`config.mk`:
```
export PLATFORM = sky130hd
export DESIGN_NAME = uart_irq_ident
export DESIGN_NICKNAME = d
export VERILOG_FILES = /design/src/rtl/uart_irq_pkg.sv /design/src/rtl/irq_evt_latch.sv /design/src/rtl/irq_prio_fsm.sv /design/src/rtl/uart_irq_ident.sv
export SDC_FILE = /design/constraint.sdc
export NUM_CORES = 1
export LEC_CHECK = 0
export BUFFER_PORTS_ARGS = -buffer_cell sky130_fd_sc_hd__buf_4
export CAP_MARGIN = 20
export CORE_UTILIZATION = 40
export DETAILED_ROUTE_END_ITERATION = 6
export MAX_ROUTING_LAYER = met4
export PLACE_DENSITY = 0.88
export REMOVE_ABC_BUFFERS = 1
export SYNTH_ARGS = -nofsm -noshare
export SYNTH_HDL_FRONTEND = slang
export SYNTH_SLANG_ARGS = --single-unit
export TNS_END_PERCENT = 100
```
`constraint.sdc`:
```
create_clock -name clk -period 1.4 [get_ports clk]
set_input_delay 0.14 -clock clk [delete_from_list [all_inputs] [get_ports clk]]
set_output_delay 0.14 -clock clk [all_outputs]
set_load 0.03 [all_outputs]
```
`src/rtl/uart_irq_pkg.sv`:
```
package uart_irq_pkg;
    localparam int REG_W   = 8;
    localparam int NIB_W   = 4;
    localparam int ERR_W   = 4;
    localparam int DLT_W   = 4;
    localparam int SET_W   = (ERR_W > DLT_W) ? ERR_W : DLT_W;
    localparam int N_LATCH = 4;

    // latched source slots
    localparam int LAT_LINE  = 0;
    localparam int LAT_TMO   = 1;
    localparam int LAT_THRE  = 2;
    localparam int LAT_MODEM = 3;

    // enable register bit positions
    localparam int EN_RX    = 0;
    localparam int EN_TX    = 1;
    localparam int EN_LINE  = 2;
    localparam int EN_MODEM = 3;

    typedef enum logic [2:0] {
        ST_IDLE,
        ST_LINE,
        ST_RXDATA,
        ST_TMO,
        ST_THRE,
        ST_MODEM
    } irq_state_e;

    localparam logic [NIB_W-1:0] CODE_NONE   = 4'b0001;
    localparam logic [NIB_W-1:0] CODE_LINE   = 4'b0110;
    localparam logic [NIB_W-1:0] CODE_RXDATA = 4'b0100;
    localparam logic [NIB_W-1:0] CODE_TMO    = 4'b1100;
    localparam logic [NIB_W-1:0] CODE_THRE   = 4'b0010;
    localparam logic [NIB_W-1:0] CODE_MODEM  = 4'b0000;
    localparam logic [NIB_W-1:0] FIFO_TAG    = 4'b1100;
endpackage

```
`src/rtl/irq_evt_latch.sv`:
```
module irq_evt_latch
    import uart_irq_pkg::*;
#(
    parameter int SW = SET_W
) (
    input  logic          clk,
    input  logic          rst_n,
    input  logic [SW-1:0] set_i,
    input  logic          clr_i,
    input  logic          off_i,
    output logic          pend_d_o,
    output logic          pend_q_o
);
    logic any_set;

    always_comb begin
        any_set  = |set_i;
        pend_d_o = !off_i && (any_set || (pend_q_o && !clr_i));
    end

    always_ff @(posedge clk or negedge rst_n) begin
        if (!rst_n) pend_q_o <= 1'b0;
        else        pend_q_o <= pend_d_o;
    end

    // a new event beats a clear arriving with it
    a_r12_set_wins: assert property (@(posedge clk) disable iff (!rst_n)
        ((|set_i) && !off_i) |=> pend_q_o);

    // a lone clear drops the source at the next edge
    a_r12_clear_drops: assert property (@(posedge clk) disable iff (!rst_n)
        (clr_i && !(|set_i)) |=> !pend_q_o);
endmodule

```
`src/rtl/irq_prio_fsm.sv`:
```
module irq_prio_fsm
    import uart_irq_pkg::*;
(
    input  logic             clk,
    input  logic             rst_n,
    input  logic             line_d_i,
    input  logic             rxdata_d_i,
    input  logic             tmo_d_i,
    input  logic             thre_d_i,
    input  logic             modem_d_i,
    input  logic [NIB_W-1:0] en_d_i,
    output irq_state_e       state_o,
    output logic             irq_o,
    output logic [NIB_W-1:0] code_o
);
    irq_state_e state_q, state_d;
    logic       irq_q, irq_d;
    logic       m_line, m_rx, m_tmo, m_thre, m_modem;

    always_comb begin
        m_line  = line_d_i   && en_d_i[EN_LINE];
        m_rx    = rxdata_d_i && en_d_i[EN_RX];
        m_tmo   = tmo_d_i    && en_d_i[EN_RX];
        m_thre  = thre_d_i   && en_d_i[EN_TX];
        m_modem = modem_d_i  && en_d_i[EN_MODEM];
        irq_d   = m_line || m_rx || m_tmo || m_thre || m_modem;
        if (m_line)       state_d = ST_LINE;
        else if (m_rx)    state_d = ST_RXDATA;
        else if (m_tmo)   state_d = ST_TMO;
        else if (m_thre)  state_d = ST_THRE;
        else if (m_modem) state_d = ST_MODEM;
        else              state_d = ST_IDLE;
    end

    // state register
    always_ff @(posedge clk or negedge rst_n) begin
        if (!rst_n) begin
            state_q <= ST_IDLE;
            irq_q   <= 1'b0;
        end else begin
            state_q <= state_d;
            irq_q   <= irq_d;
        end
    end

    // outputs
    always_comb begin
        unique case (state_q)
            ST_IDLE:   code_o = CODE_NONE;
            ST_LINE:   code_o = CODE_LINE;
            ST_RXDATA: code_o = CODE_RXDATA;
            ST_TMO:    code_o = CODE_TMO;
            ST_THRE:   code_o = CODE_THRE;
            ST_MODEM:  code_o = CODE_MODEM;
            default:   code_o = CODE_NONE;
        endcase
    end

    assign state_o = state_q;
    assign irq_o   = irq_q;

    // output line and reported code never disagree
    a_r3_irq_matches_code: assert property (@(posedge clk) disable iff (!rst_n)
        irq_q == (code_o != CODE_NONE));
endmodule

```
`src/rtl/uart_irq_ident.sv`:
```
module uart_irq_ident
    import uart_irq_pkg::*;
(
    input  logic             clk,
    input  logic             rst_n,
    input  logic             fifo_en,
    input  logic [ERR_W-1:0] line_err,
    input  logic             rx_ready,
    input  logic             rx_timeout,
    input  logic             tx_empty,
    input  logic [DLT_W-1:0] hs_delta,
    input  logic             icr_wr,
    input  logic [REG_W-1:0] icr_wdata,
    input  logic             isr_rd,
    input  logic             rbr_rd,
    input  logic             thr_wr,
    input  logic             lsr_rd,
    input  logic             hsr_rd,
    output logic             irq,
    output logic [REG_W-1:0] icr_rdata,
    output logic [REG_W-1:0] isr_rdata
);
    logic [NIB_W-1:0]       icr_q, icr_d;
    logic                   tx_q, fifo_q;
    logic                   tx_rise, en_rise, thre_rd_clr;
    logic [SET_W-1:0]       set_m [N_LATCH];
    logic [N_LATCH-1:0]     clr_m, off_m, pend_d, pend_q;
    irq_state_e             state;
    logic [NIB_W-1:0]       code;
    logic                   unused_hi;

    assign unused_hi = ^icr_wdata[REG_W-1:NIB_W];

    always_comb begin
        icr_d       = icr_wr ? icr_wdata[NIB_W-1:0] : icr_q;
        tx_rise     = tx_empty && !tx_q;
        en_rise     = icr_wr && icr_wdata[EN_TX] && !icr_q[EN_TX] && tx_empty;
        thre_rd_clr = isr_rd && (state == ST_THRE);

        set_m[LAT_LINE]  = SET_W'(line_err);
        clr_m[LAT_LINE]  = lsr_rd;
        off_m[LAT_LINE]  = 1'b0;

        set_m[LAT_TMO]   = SET_W'(rx_timeout);
        clr_m[LAT_TMO]   = rbr_rd;
        off_m[LAT_TMO]   = !fifo_en;

        set_m[LAT_THRE]  = SET_W'({en_rise, tx_rise});
        clr_m[LAT_THRE]  = thr_wr || thre_rd_clr;
        off_m[LAT_THRE]  = 1'b0;

        set_m[LAT_MODEM] = SET_W'(hs_delta);
        clr_m[LAT_MODEM] = hsr_rd;
        off_m[LAT_MODEM] = 1'b0;
    end

    always_ff @(posedge clk or negedge rst_n) begin
        if (!rst_n) begin
            icr_q  <= '0;
            tx_q   <= 1'b0;
            fifo_q <= 1'b0;
        end else begin
            icr_q  <= icr_d;
            tx_q   <= tx_empty;
            fifo_q <= fifo_en;
        end
    end

    generate
        for (genvar g = 0; g < N_LATCH; g++) begin : g_src
            irq_evt_latch #(.SW(SET_W)) u_latch (
                .clk      (clk),
                .rst_n    (rst_n),
                .set_i    (set_m[g]),
                .clr_i    (clr_m[g]),
                .off_i    (off_m[g]),
                .pend_d_o (pend_d[g]),
                .pend_q_o (pend_q[g])
            );
        end
    endgenerate

    irq_prio_fsm u_fsm (
        .clk        (clk),
        .rst_n      (rst_n),
        .line_d_i   (pend_d[LAT_LINE]),
        .rxdata_d_i (rx_ready),
        .tmo_d_i    (pend_d[LAT_TMO]),
        .thre_d_i   (pend_d[LAT_THRE]),
        .modem_d_i  (pend_d[LAT_MODEM]),
        .en_d_i     (icr_d),
        .state_o    (state),
        .irq_o      (irq),
        .code_o     (code)
    );

    assign icr_rdata = {{(REG_W-NIB_W){1'b0}}, icr_q};
    assign isr_rdata = {(fifo_q ? FIFO_TAG : {NIB_W{1'b0}}), code};

    // all enables clear keeps the line quiet
    a_r2_quiet_when_disabled: assert property (@(posedge clk) disable iff (!rst_n)
        (icr_q == '0) |-> !irq);

    // an enabled line source always owns the code
    a_r4_line_wins: assert property (@(posedge clk) disable iff (!rst_n)
        (pend_q[LAT_LINE] && icr_q[EN_LINE]) |-> (code == CODE_LINE));

    // no timeout report without FIFO mode
    a_r6_tmo_needs_fifo: assert property (@(posedge clk) disable iff (!rst_n)
        !fifo_q |-> (code != CODE_TMO));

    // reading the status while transmit-empty is reported drops it
    a_r7_thre_read_clear: assert property (@(posedge clk) disable iff (!rst_n)
        (isr_rd && (code == CODE_THRE) && !tx_rise && !en_rise) |=> (code != CODE_THRE));

    // a status read reporting another source keeps transmit-empty pending
    a_r8_thre_kept: assert property (@(posedge clk) disable iff (!rst_n)
        (isr_rd && (code != CODE_THRE) && pend_q[LAT_THRE] && !thr_wr) |=> pend_q[LAT_THRE]);
endmodule

```
* Word level (Yosys, flattened, before mapping)
Cells that the tools add are included.
** Cells by class
- Eq/ne operators :: 5
- Muxes and demuxes :: 8
- Reduce and logical (&&, ||, !) cells :: 33
** Operators with widths (count)
- 4-bit case mux with 5 select lines :: 1
- 1-bit logical AND :: 15
- 3-bit 2-to-1 mux :: 5
- 1-bit logical OR :: 9
- 4-bit 2-to-1 mux :: 2
- 4-bit OR reduction :: 2
- 3-bit by 2-bit equality test with 1-bit output, second input constant :: 2
- 3-bit equality test, second input constant :: 2
- 1-bit logical NOT :: 6
- 3-bit by 1-bit equality test with 1-bit output, second input constant :: 1
- 2-bit OR reduction :: 1
** Storage, ports and cells
- Flip-flop bits (word level) :: 14
- Output and inout port bits :: 17
- Word-level logic and storage cells :: 55

* Depth between registers and ports, before layout
- Depth in word-level cells :: 11
- Gate-level depth with buffers :: 4

* Modules after synthesis
A second synthesis with hierarchy kept.
** Second synthesis, totals
- Cells, all modules :: 62
- Area, all modules :: 703.2 µm²
** By module, submodules not included
- uart_irq_ident :: instances 1, cells each 24, area an instance 292.8 µm², sequential area each 150.1 µm²
- irq_prio_fsm :: instances 1, cells each 22, area an instance 215.2 µm², sequential area each 100.1 µm²
- irq_evt_latch :: instances 4, cells each 4, area an instance 48.8 µm², sequential area each 25.0 µm²

* Least setup slack after synthesis
No wires, ideal clock.
- Kind :: reg-to-reg
- Start point :: register icr_q[3]
- End point :: register u_fsm.irq_q (netlist: u_fsm.irq_o)
- Arrival :: 1084 ps
- Data required time :: 1268 ps
- Slack :: 184 ps
- Cell stages (with the launch flop) :: 4
- Buffers on the path :: 0
- Clock period less this slack :: 1216 ps
- Path through :: dfrtp_1 -> mux2_2 -> a22oi_2 -> nand3b_1
** On the way
- Cells in the longest elaborated chain, start to end :: 3
** Ends and longest elaborated chain
- from (decl) :: line uart_irq_ident.sv:23 : logic [NIB_W-1:0] icr_q, icr_d;
- from (signal assigned) :: line uart_irq_ident.sv:63 : icr_q <= icr_d;
- 4-bit 2-to-1 mux :: line uart_irq_ident.sv:35 : icr_d = icr_wr ? icr_wdata[NIB_W-1:0] : icr_q;
- via icr_d[3] :: line uart_irq_ident.sv:23
- 1-bit logical AND :: line irq_prio_fsm.sv:25 : m_modem = modem_d_i && en_d_i[EN_MODEM];
- 1-bit logical OR :: line irq_prio_fsm.sv:26 : irq_d = m_line || m_rx || m_tmo || m_thre || m_modem;
- via u_fsm.irq_d :: line irq_prio_fsm.sv:17 : logic irq_q, irq_d;
- to (signal assigned) :: line irq_prio_fsm.sv:42 : irq_q <= irq_d;
- to (decl) :: line irq_prio_fsm.sv:17
The timed path passes the listed nets, and every way through them passes these cells.

* Worst setup path in the final report
- Start point :: register u_fsm.state_q[2] (netlist: u_fsm.state_o[2])
- End point :: output isr_rdata[0]
** On the way
- Cells in the longest elaborated chain, start to end :: 2
** Ends and longest elaborated chain
- from (decl) :: line irq_prio_fsm.sv:16 : irq_state_e state_q, state_d;
- from (signal assigned) :: line irq_prio_fsm.sv:41 : state_q <= state_d;
- 3-bit equality test, or another cell as far along :: line irq_prio_fsm.sv:48 : unique case (state_q)
- 4-bit case mux with 5 select lines * :: line irq_prio_fsm.sv:48
- to (decl) :: line uart_irq_ident.sv:21 : output logic [REG_W-1:0] isr_rdata
Every way passes the cells marked *; elsewhere a longest branch is shown, timed or not.

==> impl_metrics.csv <==
group,metric,value,unit
setup_path,ff2ff_setup_slack,0.12,ns
clocking,path_clk_slew,0.08,ns
setup_path,worstSetupPathDepth,2,
setup_path,endpoint_kind,"output port",
timing,finalSetupViolations,0,
setup_path,crit_arrival,1.19,ns
floorplan,die_area,1874,µm²
clocking,cts_tree,"yes",
synth,post-synth-top-area-fraction,51.38,%
synth,syn-cell-area,681.9,µm²
synth,yosysUniqueCellTypes,26,
drt,wl_per_cell,12.40,µm
setup_path,r2r-end,"u_fsm.irq_o",
synth,netlist_instances,59,
final_layout,final_common_cell,"buf_4",
clocking,numClockSinks,14,
timing,rsz0062_at_grt,"no",
clocking,htree_num_levels,1,
timing,finClkSkew,0.001172,ns
clocking,clock_latency,0.27,ns
setup_path,crit_end,"isr_rdata[0]",
timing,finalCriticalPeriod,1.327,ns
drt,via_per_inst,4.930,
floorplan,start_util,44.24,%
timing,hold_ws,0.09640,ns
drt,drtIter0Drc,3,
setup_path,reg2reg_depth,4,
drt,wl,1414,µm
setup_path,cp-startpoint,"u_fsm.state_o[2]",
grt,grt_pass1_wl,2201,µm
grt,antenna_found_initial,0,
power_and_ir_drop,power_density,1095,nW/µm²
placed_design,portBuffers,34,
timing,fin_setup_tns,0,ns
final_layout,nets,127,
synth,ys.flop_type,"dfrtp_1",
synth,synth-seq-cells,14,
placed_design,dp_hpwl,1009,µm
setup_path,cp-start-kind,"flop",
floorplan,die_h,43.29,µm
final_layout,drive_gt1_share,51.02,%
floorplan,fp.coreArea,1541,µm²
setup_path,required,1.26,ns
timing,finalCritPeriodShare,94.81,%
synth,netlist_top_cells_area,"dfrtp_1, buf_4, mux2_2",
setup_path,cpPeakStageDelay,0.40,ns
setup_path,cp.buffers_inverters,1,
synth,synth-edff-count,0,
final_layout,fillCellCount,126,
drt,drc,0,
final_layout,area_growth,45.50,%
floorplan,ios,45,
drt,vias,562,
power_and_ir_drop,p_leak,0.4941,nW
drt,antenna_left,0,
setup_path,crit_family,"flip-flops",
final_layout,final_cell_mix,"buf_4, dfrtp_1, conb_1, nor2_1",
floorplan,die_x,43.29,µm
timing,hold_viol_final,0,
timing,drv_slew,0,
grt,grt_overflow,0,
clocking,cts.path.max_buffers,2,
setup_path,r2r_start,"u_fsm.state_o[0]",
floorplan,num_rows,14,
timing,fmax,753.4,MHz
clocking,cts_root_buf,"clkbuf_4",
final_layout,antenna_cells,0,
synth,avgSynthCellArea,11.56,µm²
grt,grt_pass1_vias,563,
job,cap_violations,0,
synth,seq_area_frac_synth,51.38,%
setup_path,critical_path_class,"flop to output port",
worst_hold_path,hold_class,"input pin to flop",
grt,grt_max_degree,15,
synth,ys_async_sr_fraction,100.0,%
grt,grt_use_total,17.18,%
synth,synth_top_area_cell,"dfrtp_1",
power_and_ir_drop,ir_drop,624.5,µV
outcome,status,"completed",
drt,first_pass_iters,3,
setup_path,cp_slowest_cell,"dfrtp_1",
synth,yosys_warnings,0,
placed_design,gp_congestion,0.7953,
setup_path,crit_chain,"mux2_2 > buf_4",
clocking,cts_buffers,3,
setup_path,crit_fanout,4,
## cell usage after synthesis, types with 2 or more instances
library cell	count
dfrtp_1	14
nor4_1	2
o21ai_1	3
mux2_4	2
mux2_2	3
inv_1	3
nor2_1	5
buf_4	8
o21a_1	2
## registers in the layout, indices dropped and copies added, names as in the netlist
| register | cells |
|---|---|
| fifo_q | 1 |
| g_src.u_latch.pend_q_o | 4 |
| icr_q | 4 |
| tx_q | 1 |
| u_fsm.irq_o | 1 |
| u_fsm.state_o | 3 |
## kinds of logic (layout without fill, tap and decap cells)
kind of cell / Yosys count / count (layout) / share of synthesized area, %
other: 1 / 6 / 0.5499
AO/OA/AOI/OAI: 9 / 9 / 10.46
AND/OR/NAND/NOR: 18 / 18 / 16.52
multiplexers: 5 / 5 / 9.358
flip-flops: 14 / 14 / 51.38
XOR/XNOR: 1 / 1 / 1.285
buffers and inverters: 11 / 45 / 10.46
## metal layers
metal	routed length, µm	GRT usage (%)	up-vias	part of all wire (%)
met2	771	29.55	31	55
met1	524	15.89	259	37
met4	19	13.33	0	1.3
met5	0	-	-	0
li1	-	-	270	-
met3	99	4.255	2	7.0
## what timing repair did
item | CTS | global route
gates resized for setup | 0 | 1
setup endpoints to repair | 0 | 1
setup buffers | 0 | 1
hold endpoints to repair | 16 | 0
hold buffers | 3 | 0
## worst reg2reg max path, cell delays in order (launching register included)
cell	delay, ns
dfrtp_1	0.43
and4bb_1	0.31
o221ai_2	0.13
a22oi_2	0.18
nand3b_1	0.11
## worst min path at each step
stage | startpoint | to | slack [ns] | cells after the start
3_3_place_gp | rst_n | g_src[0].u_latch.pend_q_o | -0.008 | 1
3_5_place_dp | rst_n | g_src[0].u_latch.pend_q_o | -0.003 | 1
5_1_grt | hsr_rd | g_src[3].u_latch.pend_q_o | 0.08 | 2
6_report | lsr_rd | g_src[0].u_latch.pend_q_o | 0.1 | 2
2_1_floorplan | rst_n | fifo_q | -0.16 | 0
4_1_cts | lsr_rd | g_src[0].u_latch.pend_q_o | 0.07 | 2
## where the power goes
part | leakage [nW] | total, mW | switching, mW | internal (mW)
clock network | 0.0210 | 0.283 | 0.125 | 0.158
logic | 0.314 | 0.342 | 0.185 | 0.157
registers | 0.159 | 0.461 | 0.0236 | 0.438
## per-stage QoR
stage / cells / area [µm²] / utilization [%] / total power, mW / setup slack, ns
after global routing: 114 / 992.2 / 64.37 / 1.153 / 0.005838
after CTS: 113 / 982.2 / 63.72 / 1.091 / 0.03663
after floorplan: 56 / 640.6 / - / 0.6605 / 0.1840
after global placement: 106 / 915.9 / 59.42 / 0.7896 / 0.1864
final: 114 / 992.2 / 64.37 / 1.087 / 0.07262
after detailed placement: 106 / 915.9 / 59.42 / 0.7961 / 0.1621
## area by class of cell
class	instances	area, µm²	share of cell area [%]
flip-flops and latches	14	350.3	35.31
repair buffers	38	292.8	29.51
multi-input cells	39	281.5	28.37
clock buffers	4	36.28	3.657
well taps	16	20.02	2.018
inverters	3	11.26	1.135
No activity file was read; power rests on OpenSTA's default activity.
